**src/rtl/rxq_pkg.sv**
```systemverilog
package rxq_pkg;
  // Strobes from control to the storage datapath
  typedef struct packed {
    logic wr;      // write entry at tail
    logic rd;      // pop head onto popWord with valid marker
    logic rdNull;  // pop of an empty store: popWord goes to zero
    logic clr;     // soft clear
  } rxqStrobe_t;
endpackage

```
**src/rtl/rxq_store.sv**
```systemverilog
module rxq_store
  import rxq_pkg::*;
#(
  parameter int DEPTH = 32,
  parameter int ENT_W = 12
) (
  input  logic                         clk,
  input  logic                         rstN,
  input  rxqStrobe_t                   strb,
  input  logic [ENT_W-1:0]             wrWord,
  output logic [$clog2(DEPTH):0]       level,
  output logic [ENT_W:0]               popWord
);
  localparam int PTR_W = $clog2(DEPTH);
  localparam int CNT_W = PTR_W + 1;
  localparam logic [PTR_W-1:0] LAST_PTR = PTR_W'(DEPTH - 1);

  logic [ENT_W-1:0] mem [DEPTH];
  logic [PTR_W-1:0] wrPtr, rdPtr;

  always_ff @(posedge clk) begin
    if (strb.wr) mem[wrPtr] <= wrWord;
  end

  always_ff @(posedge clk or negedge rstN) begin
    if (!rstN) begin
      wrPtr   <= '0;
      rdPtr   <= '0;
      level   <= '0;
      popWord <= '0;
    end else if (strb.clr) begin
      wrPtr   <= '0;
      rdPtr   <= '0;
      level   <= '0;
      popWord <= '0;
    end else begin
      if (strb.wr) wrPtr <= (wrPtr == LAST_PTR) ? '0 : wrPtr + 1'b1;
      if (strb.rd) begin
        rdPtr   <= (rdPtr == LAST_PTR) ? '0 : rdPtr + 1'b1;
        popWord <= {1'b1, mem[rdPtr]};
      end else if (strb.rdNull) begin
        popWord <= '0;
      end
      level <= level + CNT_W'(strb.wr) - CNT_W'(strb.rd);
    end
  end
endmodule

```
**src/rtl/rxq_ctrl.sv**
```systemverilog
module rxq_ctrl
  import rxq_pkg::*;
#(
  parameter int DATA_W     = 8,
  parameter int DEPTH      = 32,
  parameter int AGE_CYCLES = 1280
) (
  input  logic                      clk,
  input  logic                      rstN,
  input  logic                      softClr,
  input  logic [$clog2(DEPTH):0]    trigLevel,
  input  logic                      pushValid,
  input  logic                      pushBreak,
  input  logic [DATA_W-1:0]         pushData,
  input  logic                      popStrobe,
  input  logic [$clog2(DEPTH):0]    level,
  output rxqStrobe_t                strb,
  output logic [DATA_W+3:0]         wrWord,
  output logic                      canAccept,
  output logic                      rxReady,
  output logic                      dataReady,
  output logic                      rxEmpty,
  output logic                      overrunFlag,
  output logic                      breakFlag,
  output logic                      ageFlag
);
  localparam int CNT_W = $clog2(DEPTH) + 1;
  localparam int AGE_W = $clog2(AGE_CYCLES + 1);
  localparam logic [CNT_W-1:0] FULL_LVL = CNT_W'(DEPTH);
  localparam logic [CNT_W-1:0] LAST_LVL = CNT_W'(DEPTH - 1);
  localparam logic [AGE_W-1:0] AGE_LAST = AGE_W'(AGE_CYCLES - 1);
  localparam logic [AGE_W-1:0] AGE_DONE = AGE_W'(AGE_CYCLES);

  logic pushEv, full, doWr, doRd, lastSlot, nextGeTrig;
  logic [CNT_W-1:0] nextLevel;
  logic [AGE_W-1:0] ageCnt;
  logic ageRun;

  always_comb begin
    pushEv     = pushValid | pushBreak;
    full       = (level == FULL_LVL);
    lastSlot   = (level == LAST_LVL);
    doWr       = pushEv & ~full & ~softClr;
    doRd       = popStrobe & (level != '0) & ~softClr;
    strb.wr     = doWr;
    strb.rd     = doRd;
    strb.rdNull = popStrobe & (level == '0) & ~softClr;
    strb.clr    = softClr;
    nextLevel  = level + CNT_W'(doWr) - CNT_W'(doRd);
    nextGeTrig = (nextLevel >= trigLevel);
    // tags: error, framing, break, overrun, then char
    wrWord = {pushBreak | lastSlot, pushBreak, pushBreak, lastSlot,
              pushBreak ? '0 : pushData};
    canAccept = ~full;
    ageRun    = ~rxReady & dataReady;
  end

  always_ff @(posedge clk or negedge rstN) begin
    if (!rstN) begin
      rxReady     <= 1'b0;
      dataReady   <= 1'b0;
      rxEmpty     <= 1'b1;
      overrunFlag <= 1'b0;
      breakFlag   <= 1'b0;
      ageFlag     <= 1'b0;
      ageCnt      <= '0;
    end else if (softClr) begin
      rxReady     <= 1'b0;
      dataReady   <= 1'b0;
      rxEmpty     <= 1'b1;
      overrunFlag <= 1'b0;
      breakFlag   <= 1'b0;
      ageFlag     <= 1'b0;
      ageCnt      <= '0;
    end else begin
      if (pushEv && doRd)   rxReady <= nextGeTrig;
      else if (pushEv)      rxReady <= rxReady | nextGeTrig;
      else if (doRd)        rxReady <= rxReady & nextGeTrig;

      if (pushEv) begin
        dataReady <= 1'b1;
        rxEmpty   <= 1'b0;
      end else if (doRd && nextLevel == '0) begin
        dataReady <= 1'b0;
        rxEmpty   <= 1'b1;
      end

      if (pushEv && full) overrunFlag <= 1'b1;
      if (pushBreak)      breakFlag   <= 1'b1;

      if (pushEv || popStrobe || !ageRun) begin
        ageCnt <= '0;
      end else if (ageCnt != AGE_DONE) begin
        ageCnt <= ageCnt + 1'b1;
        if (ageCnt == AGE_LAST) ageFlag <= 1'b1;
      end
    end
  end
endmodule

```
**src/rtl/rx_fifo_ager.sv**
```systemverilog
module rx_fifo_ager
  import rxq_pkg::*;
#(
  parameter int DATA_W     = 8,
  parameter int DEPTH      = 32,
  parameter int BAUD_DIV   = 16,
  parameter int AGE_CYCLES = 8 * 10 * BAUD_DIV
) (
  input  logic                      clk,
  input  logic                      rstN,
  input  logic                      softClr,
  input  logic [$clog2(DEPTH):0]    trigLevel,
  input  logic                      pushValid,
  input  logic                      pushBreak,
  input  logic [DATA_W-1:0]         pushData,
  output logic                      canAccept,
  input  logic                      popStrobe,
  output logic [DATA_W+4:0]         popWord,
  output logic                      rxReady,
  output logic                      dataReady,
  output logic                      rxEmpty,
  output logic                      overrunFlag,
  output logic                      breakFlag,
  output logic                      ageFlag
);
  localparam int ENT_W = DATA_W + 4;

  rxqStrobe_t                strb;
  logic [ENT_W-1:0]          wrWord;
  logic [$clog2(DEPTH):0]    level;

  rxq_ctrl #(.DATA_W(DATA_W), .DEPTH(DEPTH), .AGE_CYCLES(AGE_CYCLES)) u_ctrl (
    .clk(clk), .rstN(rstN), .softClr(softClr), .trigLevel(trigLevel),
    .pushValid(pushValid), .pushBreak(pushBreak), .pushData(pushData),
    .popStrobe(popStrobe), .level(level), .strb(strb), .wrWord(wrWord),
    .canAccept(canAccept), .rxReady(rxReady), .dataReady(dataReady),
    .rxEmpty(rxEmpty), .overrunFlag(overrunFlag), .breakFlag(breakFlag),
    .ageFlag(ageFlag)
  );

  rxq_store #(.DEPTH(DEPTH), .ENT_W(ENT_W)) u_store (
    .clk(clk), .rstN(rstN), .strb(strb), .wrWord(wrWord),
    .level(level), .popWord(popWord)
  );
endmodule

```
**config.mk**
```make
export PLATFORM = sky130hd
export DESIGN_NAME = rx_fifo_ager
export DESIGN_NICKNAME = d
export VERILOG_FILES = /design/src/rtl/rxq_pkg.sv /design/src/rtl/rxq_store.sv /design/src/rtl/rxq_ctrl.sv /design/src/rtl/rx_fifo_ager.sv
export SDC_FILE = /design/constraint.sdc
export NUM_CORES = 1
export LEC_CHECK = 0
export BUFFER_PORTS_ARGS = -buffer_cell sky130_fd_sc_hd__buf_2
export CORE_MARGIN = 2
export CORE_UTILIZATION = 30
export CTS_CLUSTER_SIZE = 40
export DETAILED_ROUTE_END_ITERATION = 10
export REMOVE_ABC_BUFFERS = 1
export SKIP_CTS_REPAIR_TIMING = 1
export SYNTH_ARGS = -nofsm -noshare
export SYNTH_HDL_FRONTEND = slang
export SYNTH_HIERARCHICAL = 1
export SYNTH_SLANG_ARGS = --single-unit
```
**constraint.sdc**
```tcl
create_clock -name clk -period 3.9 [get_ports clk]
set_input_delay 0.195 -clock clk [delete_from_list [all_inputs] [get_ports clk]]
set_output_delay 0.195 -clock clk [all_outputs]
set_load 0.05 [all_outputs]
```
---- Word-level counts from Yosys, hierarchy flattened ----
Memories as Yosys holds them, arrays and structs flattened.
Cells that the tools add are included.
word-level totals
  flip-flop bits (word level) ............. 46
  RAM bits ................................ 384
  input bits .............................. 20
  output and inout port bits .............. 20
  logic and storage cells ................. 93
  memories ................................ 1
memories
  name         words  bits a word  rd ports  clocked after memory_dff  write ports  RTL line         source
  u_store.mem  32     12           1         0                         1            rxq_store.sv:18  logic [ENT_W-1:0] mem [DEPTH];
cells by class
  add/sub/neg operators ................... 5
  order comparisons ....................... 1
  equal/unequal tests ..................... 7
  multiplexer cells ....................... 34
  bitwise operators ....................... 14
  reduce and logical (&&, ||, !) cells .... 20
operator list
  cell                   count
  $mux 13                3
  $mux 11                3
  $mux 5                 6
  $mux 1                 20
  $logic_not 6->1        2
  $reduce_bool 2->1      6
  $add 11x1->11 const B  1
  $eq 11x11->1 const B   1
  $ne 11x11->1 const B   1
  $add 5x1->5 const B    2
  $eq 5x5->1 const B     2
  $reduce_bool 3->1      3
  $and 1x1->1            8
  $mux 8                 1
  $add 6x1->6            1
  $eq 6x5->1 const B     1
  $eq 6x6->1 const B     1
  $ge 6x6->1             1
  $mux 6                 1
  $reduce_bool 6->1      1
  $sub 6x1->6            1
  $reduce_bool 4->1      1
  $logic_and 1x1->1      3
  $not 1->1              3
  5 further kinds        8

---- Depth between registers and ports, before layout ----
Gate-level depths: netlist (run 1).
  depth in word-level cells ............... 12
  depth in mapped cells ................... 15
  gate-level depth less buffers ........... 15

---- By module ----
Netlist (run 1), hierarchy kept.
by module, submodules not included
  module     instances  cells an instance  area each (sq um)  seq. area each (sq um)
  rxq_store  1          893                16529.6            12256.8
  rxq_ctrl   1          164                1440.1             426.7

---- Worst setup path before layout (run 1) ----
OpenSTA, ideal clock, no wires.
  kind .................................... reg2reg
  start ................................... reg u_store.level[2]
  end ..................................... reg u_ctrl.dataReady
  library setup time ...................... 0.140 ns
  arrival time ............................ 3.509 ns
  required time ........................... 3.760 ns
  slack ................................... 0.251 ns
  cell stages (with the launch flop) ...... 14
  buffers on the path ..................... 0
  clock period less this slack ............ 3.649 ns
  cell sequence ........................... dfrtp_1 > inv_1 > ha_1 > and3_1 > nor3_1 > inv_2 > ha_1 > inv_1 > ha_1 > fa_1 > or4_1 > or4b_1 > a2111oi_2 > a311oi_1
on the way
  cells in the longest elaborated chain, start to end .. 9
  elaborated cells on any way between the ends .. 12
  those cells by class .................... add/sub (2); eq/ne (1); bitwise (5); reduce/logical (4)
ends and longest elaborated chain
  element                             RTL line         source
  start: declaration                  rxq_store.sv:11  output logic [$clog2(DEPTH):0] level,
  start signal: assignment            rxq_store.sv:44  level <= level + CNT_W'(strb.wr) - CNT_W'(strb.rd);
  $eq 6x6->1                          rxq_ctrl.sv:41   full = (level == FULL_LVL);
  $not 1->1                           rxq_ctrl.sv:43   doWr = pushEv & ~full & ~softClr;
  $and 1x1->1 (2 in a row)            rxq_ctrl.sv:43
  net u_ctrl.doWr                     rxq_ctrl.sv:34   logic pushEv, full, doWr, doRd, lastSlot, nextGeTrig;
  $add 6x1->6                         rxq_ctrl.sv:49   nextLevel = level + CNT_W'(doWr) - CNT_W'(doRd);
  $sub 6x1->6                         rxq_ctrl.sv:49
  $logic_not 6->1                     rxq_ctrl.sv:83   end else if (doRd && nextLevel == '0) begin
  $logic_and 1x1->1                   rxq_ctrl.sv:83
  $reduce_bool 3->1 (no source line)  n/a
  end signal: assignment              rxq_ctrl.sv:61   dataReady <= 1'b0;
  end signal: assignment              rxq_ctrl.sv:81   dataReady <= 1'b1;
  end signal: assignment              rxq_ctrl.sv:84   dataReady <= 1'b0;
  end: declaration                    rxq_ctrl.sv:21   output logic dataReady,
The timed path passes the listed nets, and every way through them passes these cells.
A chain may end at the register's enable or synchronous reset.

==> run_results.csv, run 1 <==
group,metric,value,unit
run_status,status,"finished with violations",
run_status,violations,"design-rule violations",
synthesis,synth_top_area_share,64.2,%
hold_path,worstHoldPathType,"input pin to flop",
critical_path,r2r-end,"u_ctrl/dataReady",
timing,hold_viol_final,0,
detailed_routing,routed_via_density,4.90,
cells_and_area,nNetsFinal,1205,
cells_and_area,area_delta_synth_final,15.5,%
global_routing,grt_max_degree,77,
die,io_pins,40,
cells_and_area,multiInputGateArea,4880,um^2
synthesis,yosys_warnings,6,
hold_path,min_to,"u_ctrl/rxReady",
die,die_h,249,um
timing,max_freq,272,MHz
critical_path,worstSetupPathType,"flop to flop",
global_routing,grt.overflow.total,0,
placement,dp_hpwl,25900,um
cells_and_area,post-route-util,35.1,%
pwr,p_leak,0.00688,uW
placement,dp_cells,1877,
cells_and_area,layout.cells.most_common_list,"384 x edfxtp_1, 93 x nor2_1, 81 x mux2i_1",
cells_and_area,drive_gt1_share,22.4,%
critical_path,crit_fanout,3,
clocking,clockRootBuffer,"clkbuf_16",
synthesis,synth_edf_count,384,
cells_and_area,final_common_cell,"edfxtp_1",
die,die_area,61900,um^2
clocking,path_clk_slew,0.06,ns
synthesis,synth.avg_cell_area,17.0,um^2
detailed_routing,drt-total-wl,41700,um
synthesis,synth-main-ff-cell,"edfxtp_1",
critical_path,crit_path_end_kind,"flop",
critical_path,cpPeakStageDelay,0.53,ns
critical_path,startpoint_type,"flop",
detailed_routing,ant_nets,0,
die,start_util,30.4,%
critical_path,arrival,4.09,ns
die,rows,89,
detailed_routing,routed-via-count,9603,
timing,tns,0,ns
timing,setup_violations,0,
detailed_routing,dr.pass1.iters,8,
die,die_x,249,um
critical_path,reg2reg_depth,13,
job,drv_cap,0,
timing,period_minus_slack,3.67,ns
synthesis,seq_area_frac_synth,70.6,%
timing,worst_pin_slew,0.949,ns
global_routing,antenna_found_initial,1,
placement,io_buffers,39,
detailed_routing,drc,2,
synthesis,synth_area_leaders,"edfxtp_1 64%, mux4_2 6.5%, dfrtp_1 6.3%",
clocking,cts_max_path_buffers,3,
synthesis,async_reset_ff_share,10.7,%
clocking,clkSinkCount,430,
placement,place_congestion,0.795,
timing,report.final.slew_viol_count,0,
cells_and_area,stdcell_count,1959,
synthesis,syn_inst,1057,
critical_path,slowest_stage,"or4b_1",
clocking,cts_tree,"yes",
pwr,power.density,519,nW/um^2
synthesis,yosysTopAreaCell,"edfxtp_1",
clocking,htreeDepth,2,
critical_path,crit_chain,"inv_1 -> ha_1 -> and3_1 -> nor3_2 -> inv_2 -> ha_1 -> inv_1 -> ha_1 -> fa_1 -> or4_1 -> or4b_1 -> a2111oi_4 -> a311oi_1",
die,fp.coreArea,59100,um^2
timing,rsz0062_at_grt,"false",
synthesis,ys_ff_latch,430,
synthesis,yosysUniqueCellTypes,74,
hold_path,hold_start,"pushValid",
critical_path,cp_common_cell,"ha_1",
clocking,clk_latency,0.58,ns
timing,fin_skew,0.0432,ns
cells_and_area,fill_cells,5491,
critical_path,rr_startpoint,"u_store/level[2]",
global_routing,grt_usage,13.4,%
global_routing,grt_pass1_wl,62400,um
timing,finalCritPeriodShare,94.1,%
pwr,ir_drop,0.000338,V
cells_and_area,seq_area,12700,um^2
detailed_routing,drt_iter0_markers,687,
timing,relSlewSlack,36.7,%
hold_path,hold_depth,3,
critical_path,ff2ff_setup_slack,0.23,ns
synthesis,syn_area,18000,um^2
critical_path,cp.required,4.32,ns
clocking,cts_made_buffers,44,
global_routing,grt_pass1_vias,9635,
detailed_routing,wl_per_cell,21.3,um
sequential cells by signal, indices dropped and copies added, names as in the netlist:
register            flops
u_store/mem           384
u_store/popWord        13
u_ctrl/ageCnt          11
u_store/level           6
u_store/rdPtr           5
u_store/wrPtr           5
u_ctrl/ageFlag          1
u_ctrl/breakFlag        1
u_ctrl/dataReady        1
u_ctrl/overrunFlag      1
u_ctrl/rxEmpty          1
u_ctrl/rxReady          1
metal layers:
metal | global-route usage [%] | wire length, um | up-vias
met4 | 5.11 | 1360 | 2
met5 | 0 | 11 | -
met1 | 18.0 | 18300 | 4937
met3 | 2.46 | 2240 | 78
li1 | - | - | 4334
met2 | 21.5 | 19800 | 252
worst max-delay path, delay by kind of cell (launching register included):
family          cells  cell delay [ns]
compound gates      2             0.50
fa+ha+maj           4             1.13
buf+inv             3             0.14
flops               1             0.34
simple gates        4             1.45
final cells by class:
cell class | count | share of cell area (%)
Antenna cell | 1 | 0.0121
Clock buffer | 55 | 5.50
Clock inverter | 25 | 1.09
Inverter | 30 | 0.543
Multi-Input combinational cell | 540 | 23.5
Sequential cell | 430 | 61.2
Tap cell | 773 | 4.66
Timing Repair Buffer | 105 | 3.52
kinds of logic (layout without fill, tap and decap cells):
logic type | after synthesis | count (layout) | synth area share [%]
flops | 430 | 430 | 70.6
simple gates | 229 | 229 | 6.84
mux | 148 | 148 | 12.0
compound gates | 115 | 115 | 4.90
buf+inv | 87 | 215 | 2.58
fa+ha+maj | 34 | 34 | 2.45
xor+xnor | 14 | 14 | 0.682
other cells | 0 | 1 | 0
synthesized netlist by cell type (10+ instances only):
cell type / number
a211oi_1: 10
a21oi_1: 20
a22oi_1: 25
buf_2: 15
buf_4: 19
clkbuf_1: 15
dfrtp_1: 45
edfxtp_1: 384
ha_1: 32
inv_1: 29
mux2_2: 14
mux2i_1: 81
mux4_2: 52
nand2_1: 27
nand3_1: 15
nor2_1: 93
nor2b_1: 24
o22ai_1: 10
per-stage QoR:
step	total power, uW	setup slack (ns)	area [um^2]	hold WS (ns)
2_1_floorplan	6380	-1.03	17600	-0.101
3_3_place_gp	6840	0.103	19400	0.366
3_5_place_dp	6870	0.124	19400	0.386
4_1_cts	10900	0.0917	20700	-0.212
5_1_grt	11200	0.0316	20700	0.0991
6_report	10800	0.229	20800	0.0644
how the worst max path moves through the flow:
stage | from | end | slack (ns) | cells after the start
6_report | u_store/level[2] | u_ctrl/dataReady | 0.23 | 13
3_3_place_gp | u_store/level[2] | u_ctrl/dataReady | 0.10 | 13
3_5_place_dp | u_store/level[3] | u_ctrl/dataReady | 0.12 | 13
2_1_floorplan | u_store/rdPtr[1] | u_store/popWord[10] | -1.03 | 5
4_1_cts | u_store/level[3] | u_ctrl/dataReady | 0.09 | 13
5_1_grt | u_store/level[2] | u_ctrl/rxReady | 0.03 | 15
report_power, final:
group	internal [uW]	switching, uW
clock	2230	1760
combinational	647	917
sequential	5110	104
total	7990	2780
Power figures use the tool's default switching activity.
==> inputs of run 2 (changes only) <==
- RECOVER_POWER: not set -> 100
==> run_results.csv, run 2 (synthesized netlist as in run 1, its figures left out) <==
group,metric,value,unit
run_status,status,"finished with violations",
run_status,violations,"design-rule violations, max-capacitance violations, max-slew violations",
clocking,cts_max_path_buffers,3,
clocking,clk_latency,0.58,ns
global_routing,grt_usage,13.4,%
detailed_routing,drc,1,
cells_and_area,top_register,"u_store/mem",
cells_and_area,fill_cells,5541,
placement,dp_cells,1877,
die,die_h,249,um
timing,hold_viol_final,0,
cells_and_area,area_delta_synth_final,14.3,%
critical_path,cpPeakStageDelay,0.54,ns
critical_path,crit_chain,"inv_1 -> ha_1 -> and3_1 -> nor3_2 -> inv_2 -> ha_1 -> inv_1 -> ha_1 -> fa_1 -> or4_1 -> or4b_1 -> a2111oi_4 -> a311oi_1",
detailed_routing,dr.pass1.iters,8,
pwr,combPwrFrac,14.3,%
critical_path,crit_fanout,3,
die,start_util,30.4,%
critical_path,worstSetupPathType,"flop to flop",
clocking,clockRootBuffer,"clkbuf_16",
cells_and_area,insertedDiodeCount,0,
placement,io_buffers,39,
cells_and_area,largest_register_ffs,384,
timing,finalCritPeriodShare,94.4,%
global_routing,grt_pass1_vias,9635,
critical_path,cp.required,4.32,ns
die,die_x,249,um
pwr,swShare,25.8,%
timing,fin_skew,0.0412,ns
timing,relSlewSlack,-74.4,%
timing,period_minus_slack,3.68,ns
detailed_routing,ant_nets,0,
global_routing,grt_pass1_wl,62400,um
hold_path,worstHoldPathType,"input pin to flop",
placement,dp_hpwl,25900,um
detailed_routing,wl_per_cell,21.3,um
pwr,power.density,524,nW/um^2
cells_and_area,layout.cells.most_common_list,"384 x edfxtp_1, 93 x nor2_1, 81 x mux2i_1",
pwr,clkPwrFrac,37.1,%
critical_path,slowest_stage,"or4b_1",
critical_path,startpoint_type,"flop",
timing,postLayoutSetupSlackWorst,0.219,ns
clocking,path_clk_slew,0.06,ns
job,drv_cap,10,
timing,timing.hold.ws,0.0659,ns
pwr,p_sw,2780,uW
clocking,clkSinkCount,430,
die,die_area,61900,um^2
timing,report.final.slew_viol_count,329,
pwr,p_int,7970,uW
timing,setup_violations,0,
global_routing,antenna_found_initial,1,
pwr,p_leak,0.00660,uW
die,rows,89,
timing,worst_pin_slew,2.61,ns
cells_and_area,nNetsFinal,1205,
detailed_routing,routed_via_density,4.91,
detailed_routing,routed-via-count,9619,
cells_and_area,drive_gt1_share,16.1,%
cells_and_area,stdcell_count,1958,
cells_and_area,reg_top3,"u_store/mem x384, u_store/popWord x13, u_ctrl/ageCnt x11",
global_routing,grt.overflow.total,0,
cells_and_area,final_common_cell,"edfxtp_1",
critical_path,crit_path_end_kind,"flop",
critical_path,arrival,4.10,ns
pwr,power.total,10700,uW
timing,rsz0062_at_grt,"false",
detailed_routing,drt_iter0_markers,709,
die,fp.coreArea,59100,um^2
clocking,cts_tree,"yes",
pwr,ir_drop,0.000338,V
pwr,pwr-share-seq,48.6,%
global_routing,grt_max_degree,77,
placement,dpl_worst_slack,0.124,ns
placement,place_congestion,0.795,
timing,max_freq,272,MHz
cells_and_area,post-route-util,34.7,%
die,io_pins,40,
critical_path,cp_common_cell,"ha_1",
clocking,htreeDepth,2,
clocking,cts_made_buffers,44,
detailed_routing,drt-total-wl,41800,um
==> run 2: routing by layer <==
metal  routed length [um]  GRT usage [%]  part of all wire (%)  vias to the layer above
met5                    0              0                     0                        -
met4                 1450           5.11                   3.5                        0
met2                19800           21.5                    47                      285
li1                     -              -                     -                     4332
met3                 2450           2.46                   5.9                       85
met1                18000           18.0                    43                     4917
==> run 2: cell type report <==
class	count	area, um^2	share of cell area (%)
sequential	430	12700	61.8
multi-input combinational	540	4860	23.7
clock buffer	55	1140	5.56
tap	773	967	4.71
timing repair buffer	105	536	2.61
clock inverter	25	225	1.10
inverter	30	113	0.548
==> run 2: path summary, 6_finish.rpt <==
check	startpoint	to	slack (ns)	cells after the start
max	u_store/level[2]	u_ctrl/dataReady	0.22	13
min	pushValid	u_ctrl/rxReady	0.07	3
max reg2reg	u_store/level[2]	u_ctrl/dataReady	0.22	13
min reg2reg	u_store/popWord[12]	u_store/popWord[12]	0.49	2
max in group asynchronous	rstN	u_store/rdPtr[2]	1.22	3
min in group asynchronous	rstN	u_ctrl/ageCnt[1]	0.82	2
==> run 2: power groups by stage <==
stage	combinational, uW	clock [uW]	sequential, uW
6_report	1540	3990	5220
5_1_grt	1710	4260	5230
4_1_cts	1560	4070	5220
3_5_place_dp	1560	0	5310
3_3_place_gp	1530	0	5310
2_1_floorplan	952	0	5430
==> run 2: worst max-delay path, delay by kind of cell, from the launching register on <==
family,cells,cell delay (ns)
AOI/OAI and AO/OA,2,0.50
DFF,1,0.34
adders and majority gates,4,1.12
and+or+nand+nor,4,1.46
buffers and inverters,3,0.14
==> run 2: through the flow <==
| step | TNS, ns | area, um^2 |
|---|---|---|
| after floorplan | -11.14 | 17600 |
| after global placement | 0 | 19400 |
| after detailed placement | 0 | 19400 |
| after CTS | 0 | 20700 |
| after global routing | 0 | 20500 |
| final | 0 | 20500 |
